`src/rtl/lane_mask_pkg.sv`:
```
package lane_mask_pkg;
  localparam int unsigned LANE_BITS = 8;
  localparam int unsigned RD_MASK_LAT = 2;

  function automatic int unsigned lanes_of(input int unsigned width);
    return width / LANE_BITS;
  endfunction
endpackage

```
`src/rtl/lane_rd_delay.sv`:
```
module lane_rd_delay #(
  parameter int unsigned DEPTH = lane_mask_pkg::RD_MASK_LAT
) (
  input  logic clk,
  input  logic rst_n,
  input  logic clk_en,
  input  logic mask_in,
  output logic mask_dly
);
  logic [DEPTH-1:0] stage_q;

  always_ff @(posedge clk or negedge rst_n) begin
    if (!rst_n) begin
      stage_q <= '0;
    end else if (clk_en) begin
      stage_q[0] <= mask_in;
      for (int s = 1; s < int'(DEPTH); s++) begin
        stage_q[s] <= stage_q[s-1];
      end
    end
  end

  assign mask_dly = stage_q[DEPTH-1];

  // a suspended edge leaves the pipeline unchanged
  a_r5_hold_on_suspend: assert property (@(posedge clk) disable iff (!rst_n)
    !clk_en |=> $stable(stage_q));

  // an enabled edge moves the first stage into the output stage
  a_r2_stage_advance: assert property (@(posedge clk) disable iff (!rst_n)
    clk_en |=> (mask_dly == $past(stage_q[DEPTH-2])));
endmodule

```
`src/rtl/lane_wr_gate.sv`:
```
module lane_wr_gate #(
  parameter int unsigned LANES = 2
) (
  input  logic             clk,
  input  logic             rst_n,
  input  logic             clk_en,
  input  logic             wr_valid,
  input  logic [LANES-1:0] lane_mask,
  output logic [LANES-1:0] lane_we
);
  logic beat_live;

  assign beat_live = wr_valid & clk_en;

  always_comb begin
    for (int i = 0; i < int'(LANES); i++) begin
      lane_we[i] = beat_live & ~lane_mask[i];
    end
  end

  // a masked lane never receives a write enable
  a_r1_masked_no_write: assert property (@(posedge clk) disable iff (!rst_n)
    (lane_we & lane_mask) == '0);

  // nothing is written while the clock is suspended
  a_r5_no_write_suspended: assert property (@(posedge clk) disable iff (!rst_n)
    !clk_en |-> (lane_we == '0));
endmodule

```
`src/rtl/burst_lane_mask.sv`:
```
module burst_lane_mask
  import lane_mask_pkg::*;
#(
  parameter int unsigned DATA_W = 16,
  localparam int unsigned LANES = DATA_W / LANE_BITS
) (
  input  logic              clk,
  input  logic              rst_n,
  input  logic              clk_en,
  input  logic [LANES-1:0]  lane_mask,
  input  logic              wr_valid,
  input  logic [DATA_W-1:0] wr_data,
  input  logic              rd_valid,
  input  logic [DATA_W-1:0] rd_data,
  output logic [LANES-1:0]  arr_we,
  output logic [DATA_W-1:0] arr_wdata,
  output logic [LANES-1:0]  dq_oe,
  output logic [DATA_W-1:0] dq_out
);
  logic [LANES-1:0] mask_dly;

  lane_wr_gate #(.LANES(LANES)) u_wr_gate (
    .clk       (clk),
    .rst_n     (rst_n),
    .clk_en    (clk_en),
    .wr_valid  (wr_valid),
    .lane_mask (lane_mask),
    .lane_we   (arr_we)
  );

  assign arr_wdata = wr_data;

  for (genvar g = 0; g < int'(LANES); g++) begin : g_lane
    lane_rd_delay #(.DEPTH(RD_MASK_LAT)) u_rd_delay (
      .clk      (clk),
      .rst_n    (rst_n),
      .clk_en   (clk_en),
      .mask_in  (lane_mask[g]),
      .mask_dly (mask_dly[g])
    );

    assign dq_oe[g] = rd_valid & ~mask_dly[g];
    assign dq_out[g*LANE_BITS +: LANE_BITS] =
      dq_oe[g] ? rd_data[g*LANE_BITS +: LANE_BITS] : '0;
  end

  // the bus is never driven without valid read data
  a_r6_oe_needs_valid: assert property (@(posedge clk) disable iff (!rst_n)
    !rd_valid |-> (dq_oe == '0));

  // write data reaches the array untouched
  a_r8_wdata_pass: assert property (@(posedge clk) disable iff (!rst_n)
    arr_wdata == wr_data);
endmodule

```
`config.mk`:
```
export PLATFORM = sky130hd
export DESIGN_NAME = burst_lane_mask
export DESIGN_NICKNAME = d
export VERILOG_FILES = /design/src/rtl/lane_mask_pkg.sv /design/src/rtl/lane_rd_delay.sv /design/src/rtl/lane_wr_gate.sv /design/src/rtl/burst_lane_mask.sv
export SDC_FILE = /design/constraint.sdc
export NUM_CORES = 1
export LEC_CHECK = 0
export ABC_AREA = 1
export BUFFER_PORTS_ARGS = -buffer_cell sky130_fd_sc_hd__buf_2
export CORE_UTILIZATION = 23
export DETAILED_ROUTE_END_ITERATION = 12
export HOLD_SLACK_MARGIN = 0.02
export PLACE_DENSITY = 0.73
export SETUP_SLACK_MARGIN = 0.3
export SLEW_MARGIN = 20
export SYNTH_ARGS = -nofsm -noshare
export SYNTH_HDL_FRONTEND = slang
export SYNTH_SLANG_ARGS = --single-unit
```
`constraint.sdc`:
```
create_clock -name clk -period 0.8 [get_ports clk]
set_clock_uncertainty 0.15 [all_clocks]
set_input_delay 0.08 -clock clk [delete_from_list [all_inputs] [get_ports clk]]
set_output_delay 0.08 -clock clk [all_outputs]
set_load 0.05 [all_outputs]
```
==> After elaboration in Yosys (flattened, before gate mapping) <==
Cells that the tools add are included.
{ "word_totals": {"ff_bits": 4, "inputBits": 39, "output_inout_bits": 36} }
{ "classes": {"mux": 2, "bitwise_logic": 9} }
{ "ops": {"columns": ["operator", "n"], "rows": [
  ["$mux W8", 2],
  ["$and A1 B1 Y1", 5],
  ["$not A1 Y1", 4]
]} }

==> Longest topological paths before layout <==
Gate-level depths: netlist of the first run.
{ "logic_depth": {"depth_word": 3, "ltp_mapped": 3, "ltp_nobuf": 3} }

==> Hierarchy <==
From an unflattened synthesis of the first run, not the netlist that was laid out.
{ "unflattened": {"cells_unflattened": 75, "area_unflattened_um2": 431.7} }
{ "modules_own_cells": {"columns": ["mod", "instances", "cells_each", "area_per_inst_um2", "seq_area_each_um2"], "rows": [
  ["burst_lane_mask", 1, 54, 267.8, 0.0],
  ["lane_rd_delay", 2, 9, 76.3, 50.0],
  ["lane_wr_gate", 1, 3, 11.3, 0.0]
]} }

==> Least setup slack after synthesis of the first run <==
Ideal clock, no wire load.
{ "synth_path": {"kind": "register to output", "start": "register g_lane[0].u_rd_delay.stage_q[1]", "end": "output dq_out[0]", "arrival_ns": 1.165, "required_ns": 0.570, "setup_slack_ns": -0.595, "stages_incl_launch_ff": 4, "cell_sequence": "dfrtp_1 -> inv_1 -> nand2_2 -> nor2_1"} }
{ "synth_via": {"elab_chain_len": 3} }
{ "synth_lines": {"columns": ["item", "line", "rtl"], "rows": [
  ["from (decl)", "lane_rd_delay.sv:10", "logic [DEPTH-1:0] stage_q;"],
  ["from (signal, indexed assignment)", "lane_rd_delay.sv:18", "stage_q[s] <= stage_q[s-1];"],
  ["$not A1 Y1", "burst_lane_mask.sv:42", "assign dq_oe[g] = rd_valid & ~mask_dly[g];"],
  ["$and A1 B1 Y1", "burst_lane_mask.sv:42", null],
  ["$mux W8", "burst_lane_mask.sv:44", "dq_oe[g] ? rd_data[g*LANE_BITS +: LANE_BITS] : '0;"],
  ["to (decl)", "burst_lane_mask.sv:18", "output logic [DATA_W-1:0] dq_out"]
]} }
Every way passes these cells.

==> Final worst setup path of the first run <==
{ "layout_path": {"start": "register g_lane[0].u_rd_delay.stage_q[1]", "end": "output dq_out[1]"} }
Same word-level chain as after synthesis.

==> results of run 1 <==
[through the flow]
stage | TNS (ns) | instances | setup slack, ns | instance area (µm²) | total power (µW)
5_1_grt | -10.51 | 132 | -0.6054 | 988.4 | 1315
3_5_place_dp | -6.942 | 126 | -0.3980 | 743.2 | 833.2
2_1_floorplan | -5.046 | 74 | -0.3062 | 614.3 | 901.5
3_3_place_gp | -6.534 | 126 | -0.3739 | 743.2 | 824.5
6_report | -9.698 | 132 | -0.5560 | 988.4 | 1245
4_1_cts | -9.748 | 130 | -0.5577 | 937.1 | 1212
[kinds of logic (layout without fill, tap and decap cells)]
kind of cell	count (synthesis)	in the layout
buf+inv	37	69
simple gates	33	34
flops	4	4
[placed cells by master (no fill, tap or decap)]
| cell | count |
|---|---|
| buf_2 | 18 |
| buf_4 | 2 |
| buf_6 | 13 |
| buf_8 | 11 |
| clkbuf_4 | 3 |
| clkinvlp_4 | 2 |
| dfrtp_1 | 4 |
| dlygate4sd3_1 | 1 |
| inv_1 | 17 |
| inv_2 | 2 |
| nand2_1 | 11 |
| nand2_2 | 1 |
| nand2_4 | 1 |
| nand2_8 | 3 |
| nor2_4 | 18 |
[per-layer routing]
layer / vias up / GRT usage
met1: 219 / 0.1046
met2: 36 / 0.2377
li1: 253 / -
met4: 0 / 0.07273
met3: 0 / 0.05200
met5: - / 0
[worst paths after layout]
check | cells past startpoint | start | end | slack [ns]
setup / recovery | 4 | g_lane[0].u_rd_delay.stage_q[1] | dq_out[1] | -0.56
max in group asynchronous | 2 | rst_n | g_lane[1].u_rd_delay.stage_q[1] | 0.35
min in group asynchronous | 2 | rst_n | g_lane[1].u_rd_delay.stage_q[0] | 0.02
hold reg to reg | 2 | g_lane[0].u_rd_delay.stage_q[0] | g_lane[0].u_rd_delay.stage_q[0] | 0.31
setup reg to reg | 3 | g_lane[0].u_rd_delay.stage_q[1] | g_lane[0].u_rd_delay.stage_q[1] | -0.05
hold / removal | 3 | lane_mask[1] | g_lane[1].u_rd_delay.stage_q[0] | -0.1
[repair_timing]
item,CTS,global route
hold endpoints to repair,22,18
pin swaps,4,2
setup endpoints to repair,24,24
setup buffers,0,1
gates resized for setup,50,9
cloned,0,1
[power by group]
group	internal (µW)	total [µW]	leakage, µW	switching [µW]
logic	289	758	0.000444	469
registers	224	235	0.0000494	11.8
clock network	168	251	0.0000138	83.3
[worst max-delay path: stages (launching register included)]
cell	delay, ns
dfrtp_1	0.38
inv_2	0.13
nand2_4	0.11
nor2_4	0.11
buf_6	0.16
[cell type report]
type	instances	area share
clock buffers	3	0.02278
well taps	25	0.03165
inverters	21	0.08734
repair buffers	45	0.4316
flip-flops and latches	4	0.1013
multi-input cells	34	0.3253
==> results.toml, run 1 <==
[status]
status = "complete, but fails checks"
violations = "negative hold slack, negative setup slack"

[critical_path]
cp.required_ns = 0.57
worst-path-max-fanout = 4
worstPathArrival_ns = 1.13
crit_type = "flip-flop to output pin"
start_kind = "flip-flop"
cp-end-kind = "output pin"

[synth]
synth_top_area_share = 0.2807
synth_edf_count = 0
synth_fp_nets = 113
synthesis.area_um2 = 427.9
netlist_instances = 74
synth-simple-area-share = 0.3012
synth_compound_area_frac = 0
synth_most_common_cell = "inv_1"
synthArstFlopShare = 1.000
synthMuxAreaShare = 0
synth_fa_ha_area_frac = 0
syn_avg_cell_area_um2 = 5.783
ys_seq_area_frac = 0.2339
synth-main-ff-cell = "dfrtp_1"
synth-xor-area-share = 0
synth_top_family_by_area = "buffers and inverters"
ys_ff_latch = 4
synth_commonest_cells = "inv_1, nor2_1, buf_4, nand2_1, dfrtp_1"
yosys.area.top_type = "buf_4"
synthTopCellsByArea = "buf_4, dfrtp_1, inv_1"
synth_cell_types = 6
ys.warnings.count = 0

[detailed_routing]
vias_per_cell = 3.848
wl_met3_um = 151
wirelength_mm = 1.277
ant_nets = 0
met2_length_um = 695
wl_met1_um = 430
firstDrtPassIters = 2
highest_layer = "met3"
initialDrtViolationCount = 1
drcViolationCount = 0
via_count = 508
wl_per_cell_um = 9.674

[final_layout]
antenna_cells = 0
area_growth_pct = 131.0
largest_register_ffs = 4
drive_gt1_frac = 0.6916
fill_cells = 151
final_util = 0.5725
reg.largest.list = "g_lane.u_rd_delay.stage_q: 4 flops"
multi_input_area_um2 = 321.6
nets = 148
seq_area_um2 = 100.1
largest-register = "g_lane.u_rd_delay.stage_q"

[place]
port_buffers = 42
globalplace.congestion = 0.7103
dpl.hpwl_um = 813.9

[clocking]
clkSinkCount = 4
root_buffer = "clkbuf_4"
ctsHoldBuffers = 1
cts_buffers = 3
cts_tree = "done"
cts_buffer_depth = 2
htreeDepth = 1
clk_pin_slew_ns = 0.04
clk_latency_ns = 0.23

[sta]
holdWs_ns = -0.09720
fmax_mhz = 737.4
worstMarginPinSlew_ns = 0.2362
period_needed_ns = 1.356
setup_viol = 19
hold_violations = 2
worst_slack_ns = -0.5560
maxSlewViolCount = 0
rsz0062_at_grt = "yes"
max_slew_margin = 0.8425
finalCritPeriodShare = 1.695

[global_routing]
antenna_found_initial = 0
gr-total-overflow = 0
grt_pass1_wl_mm = 1.787
grt_max_degree = 10
grt_use_total = 0.1244
grt_pass1_vias = 455

[power]
p_per_area_nw_per_um2 = 1259
peakVddDrop_v = 0.0006685
p_leak_uw = 0.0005071

[floorplan]
die_area_um2 = 2037
fp-row-count = 15
die_w_um = 45.14
die_h_um = 45.14
core-area_um2 = 1727
initial_utilization = 0.2478
io_pins = 75

[min_path]
hold_class = "input pin to flip-flop"

[job]
drv_cap = 0
Power figures use the tool's default switching activity.
==> run 2: changes to the inputs <==
- CORE_UTILIZATION: 23 -> 26
- PLACE_DENSITY: 0.73 -> 0.78
- clock period: 0.8 -> 1.4 ns (I/O delays scaled with it)
==> run 2 against run 1 <==
The flow finishes with violations (negative setup slack); power down 45%; via count up 4.1%; routed wire length down 1.3%; sequential share of layout area up 0.85 points; worst hold slack better by 0.12 ns; clock power down 44%; count of clock-buffer cells in the layout unchanged; first-iteration DRC count up 100%; combinational power down 45%.
==> results.toml, run 2 (synthesis results as in run 1) <==
[final_layout]
area_growth_pct = 113.2
final_util = 0.5985
largest-register = "g_lane.u_rd_delay.stage_q"
largest_register_ffs = 4
fin_area_um2 = 912.1
antenna_cells = 0
final_common_cell = "buf_2"
reg.largest.list = "g_lane.u_rd_delay.stage_q: 4 flops"
nets = 150
drive_gt1_frac = 0.6606
final_cell_mix = "buf_2, inv_1, nor2_4, nand2_1, buf_6"

[critical_path]
worst-path-max-fanout = 5
cp-end-kind = "output pin"
worstPathArrival_ns = 1.12
crit_type = "flip-flop to output pin"
cp.required_ns = 1.11
start_kind = "flip-flop"

[global_routing]
grt_pass1_wl_mm = 2.070
grt_use_total = 0.1535
gr-total-overflow = 0
antenna_found_initial = 0
grt_max_degree = 10
grt_pass1_vias = 520

[sta]
period_needed_ns = 1.413
maxSlewViolCount = 0
finalCritPeriodShare = 1.010
worst_slack_ns = -0.01344
rsz0062_at_grt = "yes"
max_slew_margin = 0.8358
setup_viol = 7
fmax_mhz = 707.5
worstMarginPinSlew_ns = 0.2480
hold_violations = 0

[power]
p_per_area_nw_per_um2 = 755.7
p_leak_uw = 0.0004951
peakVddDrop_v = 0.0003413

[clocking]
clkSinkCount = 4
root_buffer = "clkbuf_4"
cts_tree = "done"
clk_pin_slew_ns = 0.03
cts_buffer_depth = 2
cts_buffers = 3
clk_latency_ns = 0.23
htreeDepth = 1

[job]
drv_cap = 0

[detailed_routing]
drcViolationCount = 0
via_count = 529
ant_nets = 0
initialDrtViolationCount = 2
wirelength_mm = 1.260
wl_per_cell_um = 10.08
firstDrtPassIters = 4
vias_per_cell = 4.232

[place]
port_buffers = 42
dpl_cell_area_um2 = 698.2
globalplace.congestion = 0.6382
dpl.hpwl_um = 815.1
post-place-ws_ns = 0.1305

[status]
violations = "negative setup slack"
status = "complete, but fails checks"

[min_path]
hold_class = "input pin to flip-flop"

[floorplan]
core-area_um2 = 1524
fp-row-count = 14
io_pins = 75
die_h_um = 42.57
die_area_um2 = 1812
die_w_um = 42.57
initial_utilization = 0.2808
## run 2: worst max-delay path, cell delays in order, from the launching register on
cell	delay [ns]
dfrtp_1	0.38
inv_2	0.13
nand2_8	0.10
nor2_4	0.11
buf_6	0.16
## run 2: layer usage
metal / up-vias / global-route usage / wire length, µm
met3: 4 / 0.06466 / 144
met4: 0 / 0.06250 / 10
met1: 225 / 0.1421 / 377
met2: 42 / 0.2892 / 727
li1: 258 / - / -
met5: - / 0 / 0
## run 2: final cells by class
cell class | instances | area, µm²
Clock buffer | 3 | 22.52
Fill cell | 129 | 611.8
Inverter | 21 | 86.33
Multi-Input combinational cell | 34 | 292.8
Sequential cell | 4 | 100.1
Tap cell | 16 | 20.02
Timing Repair Buffer | 47 | 390.4
## run 2: per-stage QoR
step                power, µW  TNS [ns]  cells  hold WS, ns
global route            730.4   -0.8628    125      0.03661
floorplan               510.9         0     74      -0.3056
CTS                     682.8   -0.1762    124      0.02428
finish                  689.3  -0.06602    125      0.02708
global placement        460.0         0    116      -0.2012
detailed placement      466.2         0    116      -0.1990
## run 2: what timing repair did
item	in CTS	in global routing
pin swaps	1	0
resized for setup	38	4
hold buffers	3	0
hold endpoints to repair	6	0
buffers inserted	1	1
gates cloned	1	0
endpoints found under the setup margin	18	18
## run 2: path summary, 6_finish.rpt
kind                       cells after the start                             from                              end  slack (ns)
min in group asynchronous                      2                            rst_n  g_lane[1].u_rd_delay.stage_q[0]        0.10
max in group asynchronous                      2                            rst_n  g_lane[0].u_rd_delay.stage_q[1]        0.89
min reg2reg                                    2  g_lane[1].u_rd_delay.stage_q[0]  g_lane[1].u_rd_delay.stage_q[0]        0.32
max reg2reg                                    4  g_lane[1].u_rd_delay.stage_q[1]  g_lane[1].u_rd_delay.stage_q[1]        0.41
min                                            3                           clk_en  g_lane[1].u_rd_delay.stage_q[0]        0.03
max                                            4  g_lane[1].u_rd_delay.stage_q[1]                       dq_out[15]       -0.01
## run 2: power breakdown
part	switching (µW)	total [µW]	internal [µW]
combinational	261	415	154
sequential	7.03	135	128
clock	44.1	140	95.7
total	312	689	377
